<file path="src/rtl/regport_pkg.sv">
// Package for the serial register port.
// Holds the register-0 bit positions, the transfer phase type and the
// reset value function. Assumes byte-wide registers.
package regport_pkg;

    localparam int BYTE_W       = 8;
    localparam int ADDR_W       = 5;
    localparam int CFG_LSB_BIT  = 6;
    localparam int CFG_SRST_BIT = 5;
    localparam int REV_ADDR     = 15;

    typedef enum logic [1:0] {
        PH_INSTR = 2'd0,
        PH_DATA  = 2'd1,
        PH_DRAIN = 2'd2
    } phase_e;

    // Returns the reset value of register idx.
    function automatic logic [BYTE_W-1:0] reg_default(input int idx);
        case (idx)
            2:       return 8'h9F;
            3:       return 8'h02;
            4:       return 8'h01;
            5:       return 8'h80;
            default: return 8'h00;
        endcase
    endfunction

endpackage

</file>
<file path="src/rtl/regport_sync.sv">
// Multi-bit synchroniser for the serial lines.
// Each bit passes through STAGES flops on clk. Assumes the serial clock is
// much slower than clk, so bits that change together arrive together.
module regport_sync #(
    parameter int              WIDTH     = 3,
    parameter int              STAGES    = 2,
    parameter logic [WIDTH-1:0] RESET_VAL = '0
) (
    input  logic             clk,
    input  logic             rst_n,
    input  logic [WIDTH-1:0] async_i,
    output logic [WIDTH-1:0] sync_o
);

    logic [WIDTH-1:0] stage_q [STAGES];

    for (genvar s = 0; s < STAGES; s++) begin : g_stage
        if (s == 0) begin : g_first
            // First flop captures the raw lines.
            always_ff @(posedge clk) begin
                if (!rst_n) stage_q[0] <= RESET_VAL;
                else        stage_q[0] <= async_i;
            end
        end else begin : g_next
            // Later flops settle metastability.
            always_ff @(posedge clk) begin
                if (!rst_n) stage_q[s] <= RESET_VAL;
                else        stage_q[s] <= stage_q[s-1];
            end
        end
    end

    assign sync_o = stage_q[STAGES-1];

endmodule

</file>
<file path="src/rtl/regport_shifter.sv">
// Serial transfer engine.
// Counts rising sclk edges while selected, assembles bytes in the order
// latched at transaction start, decodes the instruction byte, steps the
// address, issues one write strobe per completed write byte, and drives
// read bits on falling edges. Assumes synchronised inputs.
module regport_shifter
    import regport_pkg::*;
(
    input  logic              clk,
    input  logic              rst_n,
    input  logic              sel_n_s,
    input  logic              sclk_s,
    input  logic              sdi_s,
    input  logic              cfg_lsb,
    input  logic [BYTE_W-1:0] rd_data,
    output logic [ADDR_W-1:0] rd_addr,
    output logic              wr_en,
    output logic [ADDR_W-1:0] wr_addr,
    output logic [BYTE_W-1:0] wr_data,
    output logic              sdo,
    output logic              sdo_oe
);

    logic              sclk_q;
    logic              active;
    logic              rise;
    logic              fall;
    logic [2:0]        bit_cnt;
    logic [BYTE_W-1:0] shreg;
    logic [BYTE_W-1:0] byte_next;
    logic              byte_done;
    logic              lsb_q;
    logic              rd_q;
    logic [1:0]        left_q;
    logic [ADDR_W-1:0] addr_q;
    phase_e            phase_q;
    logic [2:0]        out_idx;

    // Decodes edges and the assembled byte.
    always_comb begin
        active    = !sel_n_s;
        rise      = active && sclk_s && !sclk_q;
        fall      = active && !sclk_s && sclk_q;
        byte_next = lsb_q ? {sdi_s, shreg[BYTE_W-1:1]} : {shreg[BYTE_W-2:0], sdi_s};
        byte_done = rise && (bit_cnt == 3'd7);
        out_idx   = lsb_q ? bit_cnt : (3'd7 - bit_cnt);
    end

    assign rd_addr = addr_q;

    // Runs the transfer: counting, decoding, stepping and driving.
    always_ff @(posedge clk) begin
        if (!rst_n) begin
            sclk_q  <= 1'b0;
            bit_cnt <= '0;
            shreg   <= '0;
            lsb_q   <= 1'b0;
            rd_q    <= 1'b0;
            left_q  <= '0;
            addr_q  <= '0;
            phase_q <= PH_INSTR;
            wr_en   <= 1'b0;
            wr_addr <= '0;
            wr_data <= '0;
            sdo     <= 1'b0;
            sdo_oe  <= 1'b0;
        end else begin
            sclk_q <= sclk_s;
            wr_en  <= 1'b0;
            if (!active) begin
                bit_cnt <= '0;
                phase_q <= PH_INSTR;
                lsb_q   <= cfg_lsb;
                sdo_oe  <= 1'b0;
            end else begin
                if (rise) begin
                    shreg   <= byte_next;
                    bit_cnt <= bit_cnt + 3'd1;
                end
                if (byte_done) begin
                    case (phase_q)
                        PH_INSTR: begin
                            rd_q    <= byte_next[7];
                            left_q  <= byte_next[6:5];
                            addr_q  <= byte_next[4:0];
                            phase_q <= PH_DATA;
                        end
                        PH_DATA: begin
                            if (!rd_q) begin
                                wr_en   <= 1'b1;
                                wr_addr <= addr_q;
                                wr_data <= byte_next;
                            end
                            addr_q <= addr_q + 1'b1;
                            if (left_q == 2'd0) phase_q <= PH_DRAIN;
                            else                left_q  <= left_q - 2'd1;
                        end
                        default: ;
                    endcase
                end
                if (fall) begin
                    if (phase_q == PH_DATA && rd_q) begin
                        sdo_oe <= 1'b1;
                        sdo    <= rd_data[out_idx];
                    end else begin
                        sdo_oe <= 1'b0;
                    end
                end
            end
        end
    end

    p_oe_off_idle_r11: assert property (@(posedge clk) disable iff (!rst_n)
        sel_n_s |=> !sdo_oe);

    p_oe_read_only_r11: assert property (@(posedge clk) disable iff (!rst_n)
        sdo_oe |-> rd_q);

    p_sdo_on_fall_r11: assert property (@(posedge clk) disable iff (!rst_n)
        !$stable(sdo) |-> $past(fall));

    p_write_after_edge_r2: assert property (@(posedge clk) disable iff (!rst_n)
        wr_en |-> $past(rise));

    p_write_byte_aligned_r10: assert property (@(posedge clk) disable iff (!rst_n)
        wr_en |-> bit_cnt == 3'd0);

endmodule

</file>
<file path="src/rtl/regport_regfile.sv">
// Control register bank.
// Holds NUM_REGS byte registers with fixed reset values. A write to
// register 0 with the soft-reset bit set restores registers 1 and up, and
// the bit itself is never stored. Also returns the revision at its fixed
// address. Assumes NUM_REGS <= 15 so the revision address stays free.
module regport_regfile
    import regport_pkg::*;
#(
    parameter int         NUM_REGS = 9,
    parameter logic [3:0] REVISION = 4'h3,
    localparam int        BANK_W   = NUM_REGS * BYTE_W
) (
    input  logic              clk,
    input  logic              rst_n,
    input  logic              wr_en,
    input  logic [ADDR_W-1:0] wr_addr,
    input  logic [BYTE_W-1:0] wr_data,
    input  logic [ADDR_W-1:0] rd_addr,
    output logic [BYTE_W-1:0] rd_data,
    output logic              cfg_lsb,
    output logic [BANK_W-1:0] regs_flat
);

    logic [BYTE_W-1:0] regs [NUM_REGS];
    logic              soft_rst;

    assign soft_rst = wr_en && (wr_addr == '0) && wr_data[CFG_SRST_BIT];

    for (genvar g = 0; g < NUM_REGS; g++) begin : g_reg
        if (g == 0) begin : g_cfg
            // Register 0 stores the byte with the soft-reset bit cleared.
            always_ff @(posedge clk) begin
                if (!rst_n)
                    regs[0] <= reg_default(0);
                else if (wr_en && wr_addr == '0)
                    regs[0] <= wr_data & ~(8'h01 << CFG_SRST_BIT);
            end
        end else begin : g_plain
            // Other registers take writes or return to their reset value.
            always_ff @(posedge clk) begin
                if (!rst_n)
                    regs[g] <= reg_default(g);
                else if (wr_en && wr_addr == ADDR_W'(g))
                    regs[g] <= wr_data;
                else if (soft_rst)
                    regs[g] <= reg_default(g);
            end
        end
        assign regs_flat[g*BYTE_W +: BYTE_W] = regs[g];
    end

    assign cfg_lsb = regs[0][CFG_LSB_BIT];

    // Selects read data by address.
    always_comb begin
        if (int'(rd_addr) < NUM_REGS)
            rd_data = regs[rd_addr];
        else if (int'(rd_addr) == REV_ADDR)
            rd_data = {4'h0, REVISION};
        else
            rd_data = '0;
    end

    p_soft_reset_defaults_r8: assert property (@(posedge clk) disable iff (!rst_n)
        soft_rst |=> regs[NUM_REGS-1] == reg_default(NUM_REGS-1));

    p_srst_bit_clear_r8: assert property (@(posedge clk) disable iff (!rst_n)
        (wr_en && wr_addr == '0) |=> !regs[0][CFG_SRST_BIT]);

    p_rev_write_ignored_r9: assert property (@(posedge clk) disable iff (!rst_n)
        (wr_en && int'(wr_addr) >= NUM_REGS) |=> $stable(regs_flat));

endmodule

</file>
<file path="src/rtl/serial_regport.sv">
// Top of the serial register port.
// Synchronises the select, clock and data lines, runs the transfer engine
// and holds the register bank, which is driven out in parallel.
// Assumes sclk is at least eight clk periods per half cycle.
module serial_regport
    import regport_pkg::*;
#(
    parameter int         NUM_REGS    = 9,
    parameter logic [3:0] REVISION    = 4'h3,
    parameter int         SYNC_STAGES = 2,
    localparam int        BANK_W      = NUM_REGS * BYTE_W
) (
    input  logic              clk,
    input  logic              rst_n,
    input  logic              sel_n,
    input  logic              sclk,
    input  logic              sdata_i,
    output logic              sdata_o,
    output logic              sdata_oe,
    output logic [BANK_W-1:0] reg_bank_o
);

    logic [2:0]        lines_s;
    logic              cfg_lsb;
    logic [BYTE_W-1:0] rd_data;
    logic [ADDR_W-1:0] rd_addr;
    logic              wr_en;
    logic [ADDR_W-1:0] wr_addr;
    logic [BYTE_W-1:0] wr_data;

    regport_sync #(
        .WIDTH     (3),
        .STAGES    (SYNC_STAGES),
        .RESET_VAL (3'b100)
    ) i_sync (
        .clk     (clk),
        .rst_n   (rst_n),
        .async_i ({sel_n, sclk, sdata_i}),
        .sync_o  (lines_s)
    );

    regport_shifter i_shifter (
        .clk     (clk),
        .rst_n   (rst_n),
        .sel_n_s (lines_s[2]),
        .sclk_s  (lines_s[1]),
        .sdi_s   (lines_s[0]),
        .cfg_lsb (cfg_lsb),
        .rd_data (rd_data),
        .rd_addr (rd_addr),
        .wr_en   (wr_en),
        .wr_addr (wr_addr),
        .wr_data (wr_data),
        .sdo     (sdata_o),
        .sdo_oe  (sdata_oe)
    );

    regport_regfile #(
        .NUM_REGS (NUM_REGS),
        .REVISION (REVISION)
    ) i_regfile (
        .clk       (clk),
        .rst_n     (rst_n),
        .wr_en     (wr_en),
        .wr_addr   (wr_addr),
        .wr_data   (wr_data),
        .rd_addr   (rd_addr),
        .rd_data   (rd_data),
        .cfg_lsb   (cfg_lsb),
        .regs_flat (reg_bank_o)
    );

endmodule

</file>
<file path="config.mk">
export PLATFORM = sky130hd
export DESIGN_NAME = serial_regport
export DESIGN_NICKNAME = d
export VERILOG_FILES = /design/src/rtl/regport_pkg.sv /design/src/rtl/regport_sync.sv /design/src/rtl/regport_shifter.sv /design/src/rtl/regport_regfile.sv /design/src/rtl/serial_regport.sv
export SDC_FILE = /design/constraint.sdc
export NUM_CORES = 1
export LEC_CHECK = 0
export CAP_MARGIN = 10
export CORE_MARGIN = 10
export CORE_UTILIZATION = 59
export DETAILED_ROUTE_END_ITERATION = 16
export PLACE_DENSITY_LB_ADDON = 0.25
export SYNTH_ARGS = -nofsm -noshare
export SYNTH_HDL_FRONTEND = slang
export SYNTH_SLANG_ARGS = --single-unit
export TNS_END_PERCENT = 50
</file>
<file path="constraint.sdc">
create_clock -name clk -period 3.5 [get_ports clk]
set_input_delay 0.7 -clock clk [delete_from_list [all_inputs] [get_ports clk]]
set_output_delay 0.7 -clock clk [all_outputs]
set_load 0.005 [all_outputs]
</file>
-- After elaboration in Yosys (flattened, before gate mapping)
Memories as Yosys holds them, arrays and structs flattened. A register that Yosys moved wholly into a read port is not among the register bits.
Cells that the tools add are included.
W data, S select, Z words.
- add/subtract/negate cells: 4
- magnitude comparators: 2
- equality and inequality tests: 13
- mux-type cells: 88
- bitwise logic cells: 24
- reduce and logical (&&, ||, !) cells: 32
- operators by type and width (kind ; number):
    $mux W8 ; 19
    $mux W1 ; 57
    $eq A5 B3 Y1 const B ; 4
    $or A1 B1 Y1 ; 19
    $logic_and A1 B1 Y1 ; 16
    $reduce_and A3 Y1 ; 4
    $eq A5 B2 Y1 const B ; 2
    $pmux W5 S2 ; 1
    $mux W3 ; 3
    $mux W4 ; 2
    $pmux W2 S2 ; 2
    $reduce_and A4 Y1 ; 2
    $mux W2 ; 3
    $add A5 B1 Y5 const B ; 1
    $eq A5 B1 Y1 const B ; 1
    $eq A5 B4 Y1 const B ; 1
    $eq A5 B5 Y1 const B ; 1
    $logic_not A5 Y1 ; 1
    $lt A5 B4 Y1 const B ; 1
    $not A1 Y1 ; 5
    $logic_not A2 Y1 ; 2
    $lt A3 B4 Y1 const B ; 1
    $reduce_or A4 Y1 ; 1
    $add A3 B1 Y3 const B ; 1
    11 further kinds ; 13
- register bits after elaboration: 39
- bits in writable memories: 78
- output and inout port bits: 74
- logic and storage cells: 178
- memories: 2
- memory list (memory ; depth ; bits a word ; rd ports ; clocked after Yosys merged registers in ; wr ports ; RTL line ; text):
    i_regfile.regs ; 9 ; 8 ; 10 ; 1 ; 9 ; regport_regfile.sv:24 ; logic [BYTE_W-1:0] regs [NUM_REGS];
    i_sync.stage_q ; 2 ; 3 ; 2 ; 0 ; 2 ; regport_sync.sv:15 ; logic [WIDTH-1:0] stage_q [STAGES];

-- Logic depth before layout (Yosys ltp)
- word-level depth: 8
- depth in mapped cells: 7

-- Cells and area by module
Synthesis repeated with hierarchy kept, for this count alone.
- cell total of the unflattened synthesis: 478
- area, all modules: 5600.4 µm²
- modules (own cells, without submodules) (module ; instances ; cells an instance ; area each (µm²)):
    regport_regfile ; 1 ; 273 ; 3552.2
    regport_shifter ; 1 ; 193 ; 1890.6
    regport_sync ; 1 ; 12 ; 157.7

-- Worst setup path after synthesis
Ideal clock, no wire load.
- path kind: flip-flop to flip-flop
- start: register i_shifter.wr_addr[4]
- end: memory i_regfile.regs[4][0], enable pin
- library setup time: 0.387 ns
- arrival: 1.518 ns
- required time: 3.113 ns
- slack: 1.595 ns
- cell stages (with the launch flop): 4
- clock period less this slack: 1.905 ns
- path through: dfxtp_1 > nand2b_4 > or3b_4 > o31ai_1
- RTL lines (item ; RTL line ; text):
    from (decl) ; regport_shifter.sv:18 ; output logic [ADDR_W-1:0] wr_addr,
    from (signal assigned) ; regport_shifter.sv:91 ; wr_addr <= addr_q;
    to (decl) ; regport_regfile.sv:24 ;

==> metrics <==
Final min period=2.46 ns; IO buf count=77; Die ar.=13,700 um2; worst path arrival time=2.55 ns; die width=117 um; largest family of logic cells by synthesized area=simple AND/OR/NAND/NOR gates; H-tree levels=4; DRC viols=0; io pins=about 80; global route overflow=0; post-cts sizing count=0; Cell Pwr Density=489 nW/um2; Storage cell area=3110 um2; Die Height=roughly 120 um; via/cell ratio=between 6 and 7; Final nets=549; Async S/R FF share, synth=0%; CTS tree=yes; max-slew violation count=0; CTS Sinks=120; vias in the first global route=4,129; worst r2r src=i_shifter.wr_addr[0]; dominant synthesized flop cell=edfxtp_1; Setup Skew=0.00688 ns; RD Place Congestion=approximately 0.86; Worst Setup SP=i_shifter.wr_addr[0]; fin crit share=70.3%; flop2flop setup slack=1.04 ns; Post-synth EDFFs=71; Worst VDD drop=427 uV; Initial Utilization=60.3%; number of CTS-inserted buffers=17; count leader, synth=edfxtp_1; total routed wirelength=approximately 15,000 um; share of post-route cells with drive strength above 1=11.1%; diode count=0; Yosys top cell area share=38.5%; Mapped Cells=464; syn avg cell area=11.9 um2; post-synth cell types=just over 60; Hold Buf Count CTS=0; Area growth syn-to-layout=24.8%; Simple-Gate Fraction of Synth Area=18.3%; # setup viols final=0; global-route wire length before repair=22,900 um; unrepaired setup endpoints after global routing=false; fillers=597; Post-Synth XOR/XNOR Area=0.813%; slowest stage cell, crit path=a31oi_1; antenna viol nets, final=0; initial antenna violation count=0; CP max stage delay=0.67 ns; detailed placement HPWL=10,300 um; crit path cell chain=nor2_1 > a31oi_1 > o21ai_0; clock tree buffer depth=2; Fin. Hold Viols=0; syn_nets=~470; cell area after synthesis=5540 um2; Least-Margin Pin Slew=1.17 ns; total track usage=22.2%; ranking of synthesized cells by area=edfxtp_1 38%, dfxtp_1 18%, and2_1 5.9%, mux4_1 4.7%, mux2i_1 4.5%; FMAX=0.406 GHz; status=finished, final reports clean; Worst Path Max Fanout=9; CTS clk-pin slew, worst paths=approximately 0.060 ns; wire per inst=22.6 um; startpoint types=flop; Cell Area, Placed=6330 um2; largest net degree at the start of global routing=37; synth cell count leaders=71 x edfxtp_1, 52 x and2_1, 50 x nor2_1; post-synthesis compound-gate area fraction=9.12%; postcts setup bufs=0; class of the tightest hold or removal check=reg -> reg; post-synthesis mux area share=approximately a tenth; Setup crit end kind=flop; worst relative slew slack=about a fifth; max cap viols=0; Pre-antenna DRT Iters=5; Root Buffer=clkbuf_8; setup_tns=0 ns; Synth area leader=edfxtp_1; synth warn=0; area occupied by multi-input gates=2220 um2; share of the yosys chip area belonging to registers=56.2%; CP required=~3.6 ns; Worst Setup Path Type=reg -> reg; Lkg Pwr=2.41 nW; Core ar.=9200 um2; DR vias=4,140; worst skew pair latency=0.52 ns; Final Hold Slack=0.431 ns; number of synthesized register bits=120; final design area excluding fillers=between 6000 and 7000 um2; row cnt=35; Iteration-0 DRC Markers=476; Synth Area in Adders=1.13%; Hold Path Origin=i_sync.stage_q[0][1]
-- per-layer routing --
metal | vias up | share of wire [%] | track usage (%)
li1 | 1864 | - | -
met1 | 2015 | 39 | 27.5
met2 | 227 | 50 | 36.2
met3 | 34 | 8.3 | 4.64
met4 | 0 | 2.8 | 11.1
met5 | - | 0 | 0
-- flip-flops by register name (all words and copies together), names as in the netlist, 2 cells and up, named ones only --
signal	cells
i_regfile.regs	71
i_shifter.shreg	8
i_shifter.wr_data	8
i_sync.stage_q	6
i_shifter.rd_addr	5
i_shifter.wr_addr	5
i_shifter.bit_cnt	3
i_shifter.left_q	2
i_shifter.phase_q	2
-- report_power, final --
group | internal, mW | switching (mW)
clock | 1.08 | 0.632
sequential | 1.52 | 0.0244
combinational | 0.0679 | 0.0618
total | 2.67 | 0.718
-- worst paths after layout --
path,to,cells past startpoint
worst max-delay path,i_regfile.regs[1][5],3
worst min-delay path,i_sync.stage_q[1][1],1
worst max register to register,i_regfile.regs[1][5],3
worst min register to register,i_sync.stage_q[1][1],1
-- placed cells by master (no fill, tap or decap), types with 6 or more instances in the layout --
cell,n
mux2i_1,25
nor3_1,17
clkbuf_16,16
a21oi_1,12
inv_1,10
or2_2,7
clkinvlp_4,6
nand2b_1,11
edfxtp_1,71
a211oi_1,22
nor2_1,50
o21ai_0,14
clkdlybuf4s50_1,77
mux4_1,10
dfxtp_1,49
nor4_1,7
and2_1,52
nand2_1,10
-- cells by family after synthesis --
| family | count (synthesis) |
|---|---|
| and+or+nand+nor | 182 |
| DFF | 120 |
| adders and majority gates | 5 |
| xor gates and xnor gates | 3 |
| muxes | 40 |
| buffers and inverters | 40 |
| other | 1 |
| AOI/OAI and AO/OA | 73 |
-- through the flow --
step	power [mW]	worst slack [ns]	cells	utilization (%)
after global routing	3.45	0.849	663	75.2
after detailed placement	1.70	0.653	629	68.8
final	3.38	1.04	663	75.2
after global placement	1.70	0.734	629	68.8
after floorplan	1.62	1.60	464	-
after CTS	3.38	1.09	661	75.1
-- cell type report --
type / count / area share [%]
inverter: 12 / 0.651
sequential: 120 / 45.0
multi-input combinational: 304 / 32.2
clock inverter: 13 / 2.24
clock buffer: 19 / 6.10
timing repair buffer: 84 / 11.8
tap: 111 / 2.01
-- worst max-delay path, delay by kind of cell, from the launching register on --
family           cells  cell delay, ns
AO/OA/AOI/OAI        2            1.32
flip-flops           1            0.56
AND/OR/NAND/NOR      1            0.15
Power figures use the tool's default switching activity.
